## config.mk

```make
export PLATFORM = sky130hd
export DESIGN_NAME = swfc_ctrl
export DESIGN_NICKNAME = d
export VERILOG_FILES = /design/src/rtl/swfc_pkg.sv /design/src/rtl/swfc_regs.sv /design/src/rtl/swfc_match.sv /design/src/rtl/swfc_gate.sv /design/src/rtl/swfc_ctrl.sv
export SDC_FILE = /design/constraint.sdc
export NUM_CORES = 1
export LEC_CHECK = 0
export BUFFER_PORTS_ARGS = -buffer_cell sky130_fd_sc_hd__buf_2
export CAP_MARGIN = 15
export CORE_UTILIZATION = 45
export DETAILED_ROUTE_END_ITERATION = 12
export PLACE_DENSITY = 0.63
export SETUP_SLACK_MARGIN = 0.5
export SYNTH_ARGS = -nofsm -noshare
export SYNTH_HDL_FRONTEND = slang
export SYNTH_HIERARCHICAL = 1
export SYNTH_SLANG_ARGS = --single-unit
```

## constraint.sdc

```tcl
create_clock -name clk -period 3.3 [get_ports clk]
set_input_delay 0.33 -clock clk [delete_from_list [all_inputs] [get_ports clk]]
set_output_delay 0.33 -clock clk [all_outputs]
set_load 0.02 [all_outputs]
```

## src/rtl/swfc_pkg.sv

```systemverilog
package swfc_pkg;
  typedef enum logic [2:0] {
    A_MODE = 3'd0,
    A_GO1  = 3'd1,
    A_GO2  = 3'd2,
    A_STP1 = 3'd3,
    A_STP2 = 3'd4
  } cfg_addr_e;

  typedef struct packed {
    logic spec_en;
    logic dual;
    logic flow_en;
  } mode_t;

  localparam int unsigned MODE_W  = $bits(mode_t);
  localparam int unsigned NUM_CHR = 4;
endpackage

```

## src/rtl/swfc_regs.sv

```systemverilog
module swfc_regs
  import swfc_pkg::*;
#(
  parameter int unsigned W   = 8,
  parameter logic [W-1:0] KEY = 8'hBF
) (
  input  logic         clk,
  input  logic         rst_n,
  input  logic [W-1:0] lcr_q,
  input  logic         cfg_we,
  input  logic [2:0]   cfg_addr,
  input  logic [W-1:0] cfg_wdata,
  output mode_t        mode,
  output logic [W-1:0] go1,
  output logic [W-1:0] go2,
  output logic [W-1:0] stp1,
  output logic [W-1:0] stp2
);
  logic         wr_ok;
  mode_t        mode_q, mode_d;
  logic [W-1:0] chr_q [NUM_CHR];
  logic [W-1:0] chr_d [NUM_CHR];
  logic         unused_hi;

  assign wr_ok     = cfg_we && (lcr_q == KEY);
  assign unused_hi = ^cfg_wdata[W-1:MODE_W];

  always_comb begin
    mode_d = mode_q;
    if (wr_ok && cfg_addr == A_MODE) mode_d = mode_t'(cfg_wdata[MODE_W-1:0]);
  end

  always_ff @(posedge clk or negedge rst_n) begin
    if (!rst_n) mode_q <= '0;
    else        mode_q <= mode_d;
  end

  for (genvar i = 0; i < NUM_CHR; i++) begin : g_chr
    always_comb begin
      chr_d[i] = chr_q[i];
      if (wr_ok && cfg_addr == 3'(i + 1)) chr_d[i] = cfg_wdata;
    end
    always_ff @(posedge clk or negedge rst_n) begin
      if (!rst_n) chr_q[i] <= '0;
      else        chr_q[i] <= chr_d[i];
    end
    // locked writes leave the character registers alone
    p_locked_hold_r2: assert property (@(posedge clk) disable iff (!rst_n)
      (cfg_we && lcr_q != KEY) |=> $stable(chr_q[i]));
  end

  assign mode = mode_q;
  assign go1  = chr_q[0];
  assign go2  = chr_q[1];
  assign stp1 = chr_q[2];
  assign stp2 = chr_q[3];
endmodule

```

## src/rtl/swfc_match.sv

```systemverilog
module swfc_match
  import swfc_pkg::*;
#(
  parameter int unsigned W = 8
) (
  input  logic         clk,
  input  logic         rst_n,
  input  logic         rx_valid,
  input  logic [W-1:0] rx_byte,
  input  mode_t        mode,
  input  logic [W-1:0] go1,
  input  logic [W-1:0] go2,
  input  logic [W-1:0] stp1,
  input  logic [W-1:0] stp2,
  output logic         stop_hit,
  output logic         go_hit,
  output logic         spec_hit,
  output logic         consume
);
  logic pend_stp_q, pend_stp_d;
  logic pend_go_q,  pend_go_d;
  logic stop_raw, go_raw;
  logic single_m, dual_m;

  assign single_m = mode.flow_en && !mode.dual;
  assign dual_m   = mode.flow_en && mode.dual;

  always_comb begin
    stop_raw = 1'b0;
    go_raw   = 1'b0;
    if (rx_valid && single_m) begin
      stop_raw = (rx_byte == stp1);
      go_raw   = (rx_byte == go1);
    end else if (rx_valid && dual_m) begin
      stop_raw = pend_stp_q && (rx_byte == stp2);
      go_raw   = pend_go_q  && (rx_byte == go2);
    end
  end

  assign stop_hit = stop_raw;
  assign go_hit   = go_raw && !stop_raw;
  assign consume  = stop_raw || go_raw;
  assign spec_hit = rx_valid && mode.spec_en && (rx_byte == stp2) && !consume;

  always_comb begin
    pend_stp_d = pend_stp_q;
    pend_go_d  = pend_go_q;
    if (rx_valid) begin
      pend_stp_d = dual_m && (rx_byte == stp1);
      pend_go_d  = dual_m && (rx_byte == go1);
    end
  end

  always_ff @(posedge clk or negedge rst_n) begin
    if (!rst_n) begin
      pend_stp_q <= 1'b0;
      pend_go_q  <= 1'b0;
    end else begin
      pend_stp_q <= pend_stp_d;
      pend_go_q  <= pend_go_d;
    end
  end

  // a byte in single mode leaves no half-matched pair behind
  p_single_nopend_r5: assert property (@(posedge clk) disable iff (!rst_n)
    (rx_valid && !mode.dual) |=> (!pend_stp_q && !pend_go_q));
  // disabled flow control consumes nothing
  p_off_noconsume_r9: assert property (@(posedge clk) disable iff (!rst_n)
    !mode.flow_en |-> !consume);
endmodule

```

## src/rtl/swfc_gate.sv

```systemverilog
module swfc_gate (
  input  logic clk,
  input  logic rst_n,
  input  logic flow_en,
  input  logic stop_hit,
  input  logic go_hit,
  input  logic spec_hit,
  input  logic irq_ack,
  input  logic tx_idle,
  output logic tx_en,
  output logic flow_irq
);
  logic halt_q, halt_d;
  logic stpf_q, stpf_d;
  logic spcf_q, spcf_d;
  logic txen_q, txen_d;

  always_comb begin
    halt_d = halt_q;
    if (!flow_en)      halt_d = 1'b0;
    else if (stop_hit) halt_d = 1'b1;
    else if (go_hit)   halt_d = 1'b0;

    stpf_d = stpf_q;
    if (stop_hit)               stpf_d = 1'b1;
    else if (go_hit || irq_ack) stpf_d = 1'b0;

    spcf_d = spcf_q;
    if (spec_hit)     spcf_d = 1'b1;
    else if (irq_ack) spcf_d = 1'b0;

    txen_d = txen_q;
    if (tx_idle) txen_d = !halt_q;
  end

  always_ff @(posedge clk or negedge rst_n) begin
    if (!rst_n) begin
      halt_q <= 1'b0;
      stpf_q <= 1'b0;
      spcf_q <= 1'b0;
      txen_q <= 1'b1;
    end else begin
      halt_q <= halt_d;
      stpf_q <= stpf_d;
      spcf_q <= spcf_d;
      txen_q <= txen_d;
    end
  end

  assign tx_en    = txen_q;
  assign flow_irq = stpf_q || spcf_q;

  // mid-character the permission does not move
  p_busy_hold_r7: assert property (@(posedge clk) disable iff (!rst_n)
    !tx_idle |=> $stable(tx_en));
  // a stop match enters the suspend state
  p_stop_halts_r3: assert property (@(posedge clk) disable iff (!rst_n)
    stop_hit |=> (halt_q && flow_irq));
  // a go match leaves it and drops the stop flag
  p_go_resumes_r4: assert property (@(posedge clk) disable iff (!rst_n)
    go_hit |=> (!halt_q && !stpf_q));
  // disabling releases the suspend state
  p_off_release_r9: assert property (@(posedge clk) disable iff (!rst_n)
    !flow_en |=> !halt_q);
endmodule

```

## src/rtl/swfc_ctrl.sv

```systemverilog
module swfc_ctrl
  import swfc_pkg::*;
#(
  parameter int unsigned W   = 8,
  parameter logic [W-1:0] KEY = 8'hBF
) (
  input  logic         clk,
  input  logic         rst_n,
  input  logic [W-1:0] lcr_q,
  input  logic         cfg_we,
  input  logic [2:0]   cfg_addr,
  input  logic [W-1:0] cfg_wdata,
  input  logic         rx_valid,
  input  logic [W-1:0] rx_byte,
  input  logic         tx_idle,
  input  logic         irq_ack,
  output logic         rx_fwd_valid,
  output logic [W-1:0] rx_fwd_byte,
  output logic         tx_en,
  output logic         flow_irq
);
  mode_t        mode;
  logic [W-1:0] go1, go2, stp1, stp2;
  logic         stop_hit, go_hit, spec_hit, consume;
  logic         fv_q, fv_d;
  logic [W-1:0] fb_q, fb_d;

  swfc_regs #(.W(W), .KEY(KEY)) u_regs (
    .clk(clk), .rst_n(rst_n), .lcr_q(lcr_q), .cfg_we(cfg_we),
    .cfg_addr(cfg_addr), .cfg_wdata(cfg_wdata), .mode(mode),
    .go1(go1), .go2(go2), .stp1(stp1), .stp2(stp2)
  );

  swfc_match #(.W(W)) u_match (
    .clk(clk), .rst_n(rst_n), .rx_valid(rx_valid), .rx_byte(rx_byte),
    .mode(mode), .go1(go1), .go2(go2), .stp1(stp1), .stp2(stp2),
    .stop_hit(stop_hit), .go_hit(go_hit), .spec_hit(spec_hit), .consume(consume)
  );

  swfc_gate u_gate (
    .clk(clk), .rst_n(rst_n), .flow_en(mode.flow_en), .stop_hit(stop_hit),
    .go_hit(go_hit), .spec_hit(spec_hit), .irq_ack(irq_ack), .tx_idle(tx_idle),
    .tx_en(tx_en), .flow_irq(flow_irq)
  );

  always_comb begin
    fv_d = rx_valid && !consume;
    fb_d = fb_q;
    if (fv_d) fb_d = rx_byte;
  end

  always_ff @(posedge clk or negedge rst_n) begin
    if (!rst_n) begin
      fv_q <= 1'b0;
      fb_q <= '0;
    end else begin
      fv_q <= fv_d;
      fb_q <= fb_d;
    end
  end

  assign rx_fwd_valid = fv_q;
  assign rx_fwd_byte  = fb_q;

  // consumed flow characters never reach the receive path
  p_consumed_drop_r3: assert property (@(posedge clk) disable iff (!rst_n)
    (rx_valid && consume) |=> !rx_fwd_valid);
  // other bytes pass through one cycle later, unchanged
  p_fwd_copy_r8: assert property (@(posedge clk) disable iff (!rst_n)
    (rx_valid && !consume) |=> (rx_fwd_valid && rx_fwd_byte == $past(rx_byte)));
endmodule

```

==> results of run 1 <==
## sequential cells by signal, indices dropped and copies added (netlist names), 3 cells and up
name         flops
u_regs/stp2      8
u_regs/go1       8
u_regs/mode      3
rx_fwd_byte      8
u_regs/stp1      8
u_regs/go2       8
## cell type report
type,instances,area [sq um]
Tap cell,72,90.09
Multi-Input combinational cell,120,1200
Inverter,4,15.01
Clock buffer,5,68.82
Timing Repair Buffer,44,222.7
Fill cell,499,2579
Sequential cell,50,1252
Clock inverter,3,45.04
## metal layers
layer	vias up	track usage, %	part of all wire, %
li1	725	-	-
met1	739	23.17	49
met2	36	26.28	47
met3	5	4.471	3.5
met4	0	5.094	1.1
met5	-	0	0
## cell usage after synthesis
cell type and count:
a21o_1 2, and2_0 1, and3_1 1, and3b_1 1, and4_4 2, and4b_1 1
buf_12 3, buf_2 1, buf_6 2, dfrtp_1 49, dfstp_2 1, inv_1 4
mux2_1 8, mux2_2 11, mux2_4 24, mux2i_1 1, nand2_1 3, nand2b_1 1
nand3_1 2, nand3b_1 1, nand4_1 3, nand4_4 2, nor2_1 3, nor2b_1 1
nor2b_4 1, nor3_1 1, nor3b_1 2, nor3b_2 1, nor4_1 8, o211a_1 1
o21a_1 2, o22ai_1 2, o22ai_2 1, or2_1 1, xnor2_1 1, xor2_1 31
## worst max path at each step
stage,depth (start not counted),end,slack (ns),start
2_1_floorplan,8,rx_fwd_byte[0]$_DFFE_PN0P_,1.48,u_regs/stp1[6]$_DFFE_PN0P_
3_3_place_gp,8,rx_fwd_byte[6]$_DFFE_PN0P_,1.16,rx_byte[6]
3_5_place_dp,8,rx_fwd_byte[4]$_DFFE_PN0P_,1.16,rx_byte[6]
4_1_cts,7,rx_fwd_byte[2]$_DFFE_PN0P_,1.23,u_regs/stp1[3]$_DFFE_PN0P_
5_1_grt,7,rx_fwd_byte[2]$_DFFE_PN0P_,1.13,u_regs/stp1[3]$_DFFE_PN0P_
6_report,7,rx_fwd_byte[2]$_DFFE_PN0P_,1.26,u_regs/stp1[3]$_DFFE_PN0P_
## per-stage QoR
stage / instance area (sq um) / power, W
3_3_place_gp: 2780 / 0.0007733
5_1_grt: 2894 / 0.001246
6_report: 2894 / 0.001194
3_5_place_dp: 2780 / 0.0007738
2_1_floorplan: 2555 / 0.0007105
4_1_cts: 2894 / 0.001210
## power breakdown
part / switching [W] / total (W) / internal, W
Clock: 0.000209 / 0.000434 / 0.000226
Combinational: 0.0000708 / 0.000125 / 0.0000541
Sequential: 0.00000852 / 0.000635 / 0.000626
## cells by family after synthesis
group / Yosys count / synth area share [%]
XOR/XNOR: 32 / 10.97
flip-flops: 50 / 49.02
multiplexers: 44 / 22.87
AO/OA/AOI/OAI: 8 / 2.546
AND/OR/NAND/NOR: 36 / 10.58
buffers and inverters: 10 / 4.015
## critical path: cells and delay by family, from the launching register on
family          cells  cell delay, ns
mux                 1            0.31
compound gates      1            0.25
xor+xnor            1            0.14
flops               1            0.39
simple gates        4            0.85
==> results.tsv, run 1 <==
metric	value	unit
commonest non-fill, non-tap cells in the layout	dfrtp_1, buf_2, xor2_1, mux2_4, mux2_2	
synthesized net count	213	
post-synth top area share	47.99	%
vias in the first global route	1442	
# resized after CTS	0	
final core occ	52.88	%
CTS clk-pin slew, worst paths	0.10	ns
TritonCTS clock tree	done	
Final nets	258	
Cells after DPL	290	
crit-path cells	xor2_1, nor4_1, nand2_1, o22ai_2, nand2b_1, nor2b_4, mux2_4	
Die Y-Extent	77.35	um
Port Buffer Count	43	
I/O pins	44	
Vias per Instance	5.050	
Initial Util	46.68	%
gpl congestion	0.7437	
crit path max-delay cell type	dfrtp_1	
maximum vdd drop	208.5	uV
Synth area leaders	dfrtp_1, mux2_4, xor2_1	
clock latency on the worst-skew pair	0.31	ns
Yosys reg bits	50	
Longest Clk Path Bufs	2	
TritonCTS buffer count	5	
status	finished clean	
Root Driver	clkbuf_8	
Core Rows	27	
drt wl/cell	16.12	um
ANT nets after route	0	
pin count of the biggest net entering global routing	33	
die width	77.35	um
hpwl dp	3.485	mm
synthesized area	2555	sq um
Synth area leader	dfrtp_1	
1st-pass router iterations	4	
Ys Warns	6	
first-pass GRT wire length	7.541	mm
Req. time, crit path	3.49	ns
# hold bufs at CTS	0	
final slew viol count	0	
worst hold margin	0.06680	ns
CP endpoint kind	flop	
Final period util	61.94	%
Sinks on Clock Net	50	
DRC errors left	0	
FMAX	0.4892	GHz
GRT Resource Usage Total	16.94	%
core footprint	5473	sq um
most common cell after layout, fill and taps aside	dfrtp_1	
PwrDens	412.5	nW/um^2
Setup CP Type	reg -> reg	
share of layout cells above drive strength 1	42.04	%
register-to-register setup slack	1.26	ns
clk_skew	0.01062	ns
Setup Buffers After CTS	0	
grt ovf	0	
Area growth syn-to-layout	13.27	%
type of origin of the critical path	flop	
RSZ-0062 raised after global routing	no	
Non-Filler Instances	298	
die area	5983	sq um
Final min period	2.044	ns
Mean Syn Cell Area	14.19	sq um
worst hold path type	in -> async	
worst r2r dst	rx_fwd_byte[2]$_DFFE_PN0P_	
r2r startpoint	u_regs/stp1[3]$_DFFE_PN0P_	
CP max stage delay	0.39	ns
Slew @ Worst Pin	0.7162	ns
initial antenna violation count	0	
# setup viols final	0	
relative slew slack	52.25	%
max-cap viol count	0	
number of antenna diodes	0	
register area share after synthesis	49.02	%
Syn Inst Count	180	
via count	1505	
Worst R2R Path Depth	7	
LEAKAGE	1.521	nW
Fin. Hold Viols	0	
DR iter-0 viols	53	
count of cell types in the netlist	36	
Setup Total Neg Slack	0	ns
pre-CTS setup slack	1.159	ns
CTS H-tree depth	2	
setup ws final	1.256	ns
WL final	4.805	mm
critical-path maximum fanout	9	
critical path data arrival time	2.24	ns
Note: power is estimated with default switching activity, not from simulation.
==> inputs of run 2 (changes only) <==
PLACE_DENSITY = 0.66   (was 0.63)
clock period = 1.8 ns   (was 3.3 ns; I/O delays follow)
==> results.tsv, run 2 (synthesized netlist as in run 1, its figures left out) <==
metric	value	unit
status	finished with violations	
failing checks	design-rule violations, negative setup slack	
cell internal pwr	0.001573	W
TritonCTS buffer count	5	
DR iter-0 viols	112	
Total Power	0.002100	W
Req. time, crit path	1.98	ns
worst hold endpoint	u_gate/tx_en$_DFFE_PN1P_	
TritonCTS clock tree	done	
1st-pass router iterations	8	
FMAX	0.5168	GHz
Final period util	107.5	%
relative slew slack	72.08	%
Setup CP Type	reg -> reg	
clk_skew	0.007271	ns
Core Rows	27	
I/O pins	44	
Final nets	280	
die area	5983	sq um
Fin. Hold Viols	0	
Slew @ Worst Pin	0.4185	ns
switching power	0.0005267	W
initial antenna violation count	0	
hpwl dp	3.623	mm
DRC errors left	2	
worst hold path type	in -> reg	
Root Driver	clkbuf_8	
Port Buffer Count	43	
Longest Clk Path Bufs	2	
Buf+Inv Stages, Crit Path	1	
CP max stage delay	0.40	ns
critical-path maximum fanout	4	
critical path data arrival time	2.12	ns
Final min period	1.935	ns
pin count of the biggest net entering global routing	51	
Crit path max-delay family	simple AND/OR/NAND/NOR gates	
first-pass GRT wire length	8.562	mm
max-cap viol count	0	
commonest non-fill, non-tap cells in the layout	dfrtp_1, buf_2, xor2_1, mux2_4, buf_4	
Sinks on Clock Net	50	
Initial Util	46.68	%
CTS H-tree depth	2	
area post-placement	2890	sq um
maximum vdd drop	349.3	uV
crit path max-delay cell type	dfrtp_1	
register-to-register setup slack	-0.13	ns
ANT nets after route	0	
grt ovf	0	
Flop pwr share	55.5	%
Logic pwr share	12.3	%
most common cell after layout, fill and taps aside	dfrtp_1	
via count	1622	
GRT Resource Usage Total	18.92	%
share of layout cells above drive strength 1	50.40	%
core footprint	5473	sq um
LEAKAGE	1.653	nW
number of antenna diodes	0	
drt wl/cell	16.04	um
r2r startpoint	u_regs/stp1[4]$_DFFE_PN0P_	
gpl congestion	0.8070	
Die Y-Extent	77.35	um
CTS clk-pin slew, worst paths	0.09	ns
die width	77.35	um
setup ws final	-0.1350	ns
vias in the first global route	1695	
WL final	5.133	mm
CP endpoint kind	flop	
type of origin of the critical path	flop	
Vias per Instance	5.069	
# setup viols final	10	
Hold Path Depth	2	
design area	3138	sq um
crit-path cells	xor2_1, nor4_2, nand2_1, o22ai_4, nand2b_4, nor2b_4, buf_6, mux2_4	
Worst R2R Path Depth	8	
Hold Crit Start	tx_idle	
switch share	25.09	%
clock latency on the worst-skew pair	0.30	ns
Area growth syn-to-layout	22.82	%
PwrDens	669.1	nW/um^2
RSZ-0062 raised after global routing	yes	
worst r2r dst	rx_fwd_byte[1]$_DFFE_PN0P_	
final slew viol count	0	
clock share of power	32.3	%
-- run 2: power by group through the flow --
stage / clock network [W] / registers, W / logic [W]
2_1_floorplan: 0 / 0.00121 / 0.0000951
3_3_place_gp: 0 / 0.00119 / 0.000244
3_5_place_dp: 0 / 0.00119 / 0.000246
4_1_cts: 0.000696 / 0.00116 / 0.000256
5_1_grt: 0.000739 / 0.00117 / 0.000281
6_report: 0.000677 / 0.00116 / 0.000258
-- run 2: how the worst max path moves through the flow --
stage,startpoint,depth (start not counted),end
global placement,u_regs/stp2[6]$_DFFE_PN0P_,8,rx_fwd_byte[2]$_DFFE_PN0P_
detailed placement,u_regs/stp2[6]$_DFFE_PN0P_,8,rx_fwd_byte[6]$_DFFE_PN0P_
floorplan,u_regs/stp1[6]$_DFFE_PN0P_,8,rx_fwd_byte[0]$_DFFE_PN0P_
CTS,u_regs/stp2[6]$_DFFE_PN0P_,9,rx_fwd_byte[3]$_DFFE_PN0P_
global route,u_regs/stp1[4]$_DFFE_PN0P_,8,rx_fwd_byte[3]$_DFFE_PN0P_
finish,u_regs/stp1[4]$_DFFE_PN0P_,8,rx_fwd_byte[1]$_DFFE_PN0P_
-- run 2: area by class of cell --
class | instances | area, sq um
clock buffers | 6 | 82.58
clock inverters | 2 | 12.51
fillers | 474 | 2335
inverters | 4 | 15.01
multi-input cells | 120 | 1264
flip-flops and latches | 50 | 1252
well taps | 72 | 90.09
repair buffers | 66 | 421.7
-- run 2: repair_timing --
item | CTS | global route
endpoints found under the hold margin | 49 | 0
pin swaps | 1 | 4
buffers inserted | 5 | 4
endpoints found under the setup margin | 13 | 15
gates cloned | 0 | 0
gates resized for setup | 6 | 9
hold buffers | 1 | 0
-- run 2: metrics by stage --
stage / worst slack, ns / TNS (ns) / util (%) / hold slack, ns / instances
after floorplan: -0.007593 / -0.06074 / - / -0.1156 / 180
after global placement: -0.1154 / -0.9189 / 52.81 / 0.1920 / 302
after detailed placement: -0.1323 / -1.041 / 52.81 / 0.1904 / 302
after CTS: -0.1234 / -1.074 / 55.97 / 0.02727 / 316
after global routing: -0.2479 / -2.513 / 57.34 / 0.02801 / 320
final: -0.1350 / -1.241 / 57.34 / 0.03048 / 320
-- run 2: layer usage --
| metal | GRT usage [%] | vias to the layer above | routed length [um] |
|---|---|---|---|
| li1 | - | 767 | - |
| met3 | 3.647 | 4 | 185 |
| met5 | 0 | - | 0 |
| met2 | 30.09 | 42 | 2393 |
| met1 | 26.17 | 809 | 2500 |
| met4 | 5.660 | 0 | 54 |
==> inputs of run 3 (changes only) <==
--- a/config.mk
+++ b/config.mk
@@ -7,3 +7,2 @@
 export LEC_CHECK = 0
-export BUFFER_PORTS_ARGS = -buffer_cell sky130_fd_sc_hd__buf_2
 export CAP_MARGIN = 15
@@ -11,3 +10,5 @@
 export DETAILED_ROUTE_END_ITERATION = 12
-export PLACE_DENSITY = 0.66
+export DONT_BUFFER_PORTS = 1
+export PLACE_DENSITY = 0.59
+export RECOVER_POWER = 50
 export SETUP_SLACK_MARGIN = 0.5
--- a/constraint.sdc
+++ b/constraint.sdc
@@ -3,2 +3,2 @@
 set_output_delay 0.18 -clock clk [all_outputs]
-set_load 0.02 [all_outputs]
+set_load 0.05 [all_outputs]
==> results.tsv, run 3 (synthesized netlist as in run 1, its figures left out) <==
metric	value	unit
die width	77.35	um
DR iter-0 viols	45	
Final min period	1.981	ns
Setup crit end	rx_fwd_byte[0]$_DFFE_PN0P_	
r2r startpoint	u_regs/stp1[0]$_DFFE_PN0P_	
TritonCTS clock tree	done	
met3 Use GR	5.059	%
Flop pwr share	57.7	%
# setup viols final	12	
clock share of power	36.3	%
share of layout cells above drive strength 1	35.78	%
maximum vdd drop	346.5	uV
switch share	23.57	%
Total Power	0.002140	W
CTS H-tree depth	2	
Sinks on Clock Net	50	
hpwl dp	3.812	mm
CTS clk-pin slew, worst paths	0.10	ns
relative slew slack	67.12	%
type of origin of the critical path	flop	
Vias per Instance	5.431	
setup ws final	-0.1809	ns
GRT Resource Usage Total	19.49	%
die area	5983	sq um
drt wl/cell	19.36	um
GR Util met1	23.89	%
worst r2r dst	rx_fwd_byte[0]$_DFFE_PN0P_	
Area growth syn-to-layout	14.35	%
CP endpoint kind	flop	
I/O pins	44	
failing checks	negative hold slack, negative setup slack	
crit path max-delay cell type	dfrtp_1	
cell depth of the worst setup path	8	
Logic pwr share	6.0	%
1st-pass router iterations	4	
commonest non-fill, non-tap cells in the layout	dfrtp_1, xor2_1, mux2_4, buf_4, mux2_2	
GR peak layer	met2	
TritonCTS buffer count	5	
Non-Filler Instances	276	
number of antenna diodes	0	
Port Buffer Count	0	
Final nets	236	
gpl congestion	0.8170	
core footprint	5473	sq um
register-to-register setup slack	-0.18	ns
switching power	0.0005044	W
grt ovf	0	
Core Rows	27	
Initial Util	46.68	%
status	finished with violations	
worst hold margin	-0.4467	ns
RSZ-0062 raised after global routing	yes	
most common cell after layout, fill and taps aside	dfrtp_1	
cell internal pwr	0.001636	W
crit-path cells	xor2_1, nor4_2, buf_4, nand2_4, o22ai_4, nand2b_4, nor2b_2, mux2_4	
critical path data arrival time	2.17	ns
clk_skew	0.01045	ns
WL final	5.343	mm
Fin. Hold Viols	50	
FMAX	0.5048	GHz
Longest Clk Path Bufs	2	
critical-path maximum fanout	4	
first-pass GRT wire length	8.687	mm
clock latency on the worst-skew pair	0.31	ns
Cells after DPL	256	
Root Driver	clkbuf_8	
pin count of the biggest net entering global routing	51	
met2 Usage GRT	33.63	%
Die Y-Extent	77.35	um
Setup CP Type	reg -> reg	
worst hold path type	in -> async	
DRC errors left	0	
vias in the first global route	1698	
via count	1499	
PwrDens	732.6	nW/um^2
Req. time, crit path	1.99	ns
ANT nets after route	0	
Buf+Inv Stages, Crit Path	1	
Slew @ Worst Pin	0.4932	ns
Final period util	110.1	%
Worst R2R Path Depth	8	
LEAKAGE	1.475	nW
Crit path max-delay family	simple AND/OR/NAND/NOR gates	
Worst setup startpoint	u_regs/stp1[0]$_DFFE_PN0P_	
CP max stage delay	0.40	ns
final slew viol count	0	
max-cap viol count	0	
initial antenna violation count	0	
run 3: cell count changes in the layout (fill, tap and decap cells not counted), moves of 2 or more:
| cell | before | now |
|---|---|---|
| buf_2 | 43 | 0 |
| o22ai_2 | 0 | 2 |
| buf_6 | 5 | 1 |
| dlygate4sd3_1 | 1 | 9 |
| buf_4 | 16 | 11 |
| o22ai_1 | 2 | 0 |
run 3: worst min-delay path by stage:
stage / startpoint / end / slack [ns]
3_5_place_dp: rst_n / u_regs/stp1[3]$_DFFE_PN0P_ / -0.11
3_3_place_gp: rst_n / u_regs/stp1[3]$_DFFE_PN0P_ / -0.11
6_report: rst_n / u_regs/go1[4]$_DFFE_PN0P_ / -0.45
5_1_grt: rst_n / u_regs/go2[3]$_DFFE_PN0P_ / -0.47
2_1_floorplan: rst_n / rx_fwd_byte[0]$_DFFE_PN0P_ / -0.12
4_1_cts: rst_n / u_regs/stp1[3]$_DFFE_PN0P_ / -0.45
run 3: worst reg2reg max path: cells and delay by family, from the launching register on:
kind,cells,cell delay [ns]
and+or+nand+nor,4,0.66
DFF,1,0.40
xor gates and xnor gates,1,0.17
AOI/OAI and AO/OA,1,0.16
buffers and inverters,1,0.18
muxes,1,0.30
run 3: cell type report:
class	instances	area (sq um)
Fill cell	491	2551
Tap cell	72	90.09
Inverter	4	15.01
Clock inverter	3	40.04
Timing Repair Buffer	21	183.9
Clock buffer	5	68.82
Sequential cell	50	1252
Multi-Input combinational cell	121	1271
run 3: what timing repair did:
item	in CTS	in global routing
endpoints found under the setup margin	14	15
gates cloned	1	0
hold buffers	5	4
gates resized for setup	7	4
hold endpoints to repair	57	56
buffers inserted	2	0
pin swaps	2	2
run 3: stage by stage:
step	setup TNS, ns	hold slack, ns	instance area [sq um]	utilization [%]	setup slack [ns]
detailed placement	-2.164	-0.1143	2640	48.24	-0.2428
finish	-1.615	-0.4467	2922	53.38	-0.1809
global route	-2.111	-0.4676	2922	53.38	-0.2158
global placement	-1.822	-0.1144	2640	48.24	-0.2113
CTS	-1.152	-0.4524	2859	52.24	-0.1380
floorplan	-0.06074	-0.1156	2562	-	-0.007593
run 3: power groups by stage:
stage	sequential [W]	clock [W]	combinational (W)
detailed placement	0.00126	0	0.000102
CTS	0.00124	0.000799	0.000119
floorplan	0.00125	0	0.0000953
global placement	0.00126	0	0.0000986
global route	0.00124	0.000852	0.000137
finish	0.00124	0.000777	0.000128
run 3: routing by layer:
metal | vias to the layer above | share of wire, %
li1 | 682 | -
met1 | 771 | 43
met2 | 39 | 51
met3 | 7 | 4.8
met4 | 0 | 1.1
met5 | - | 0
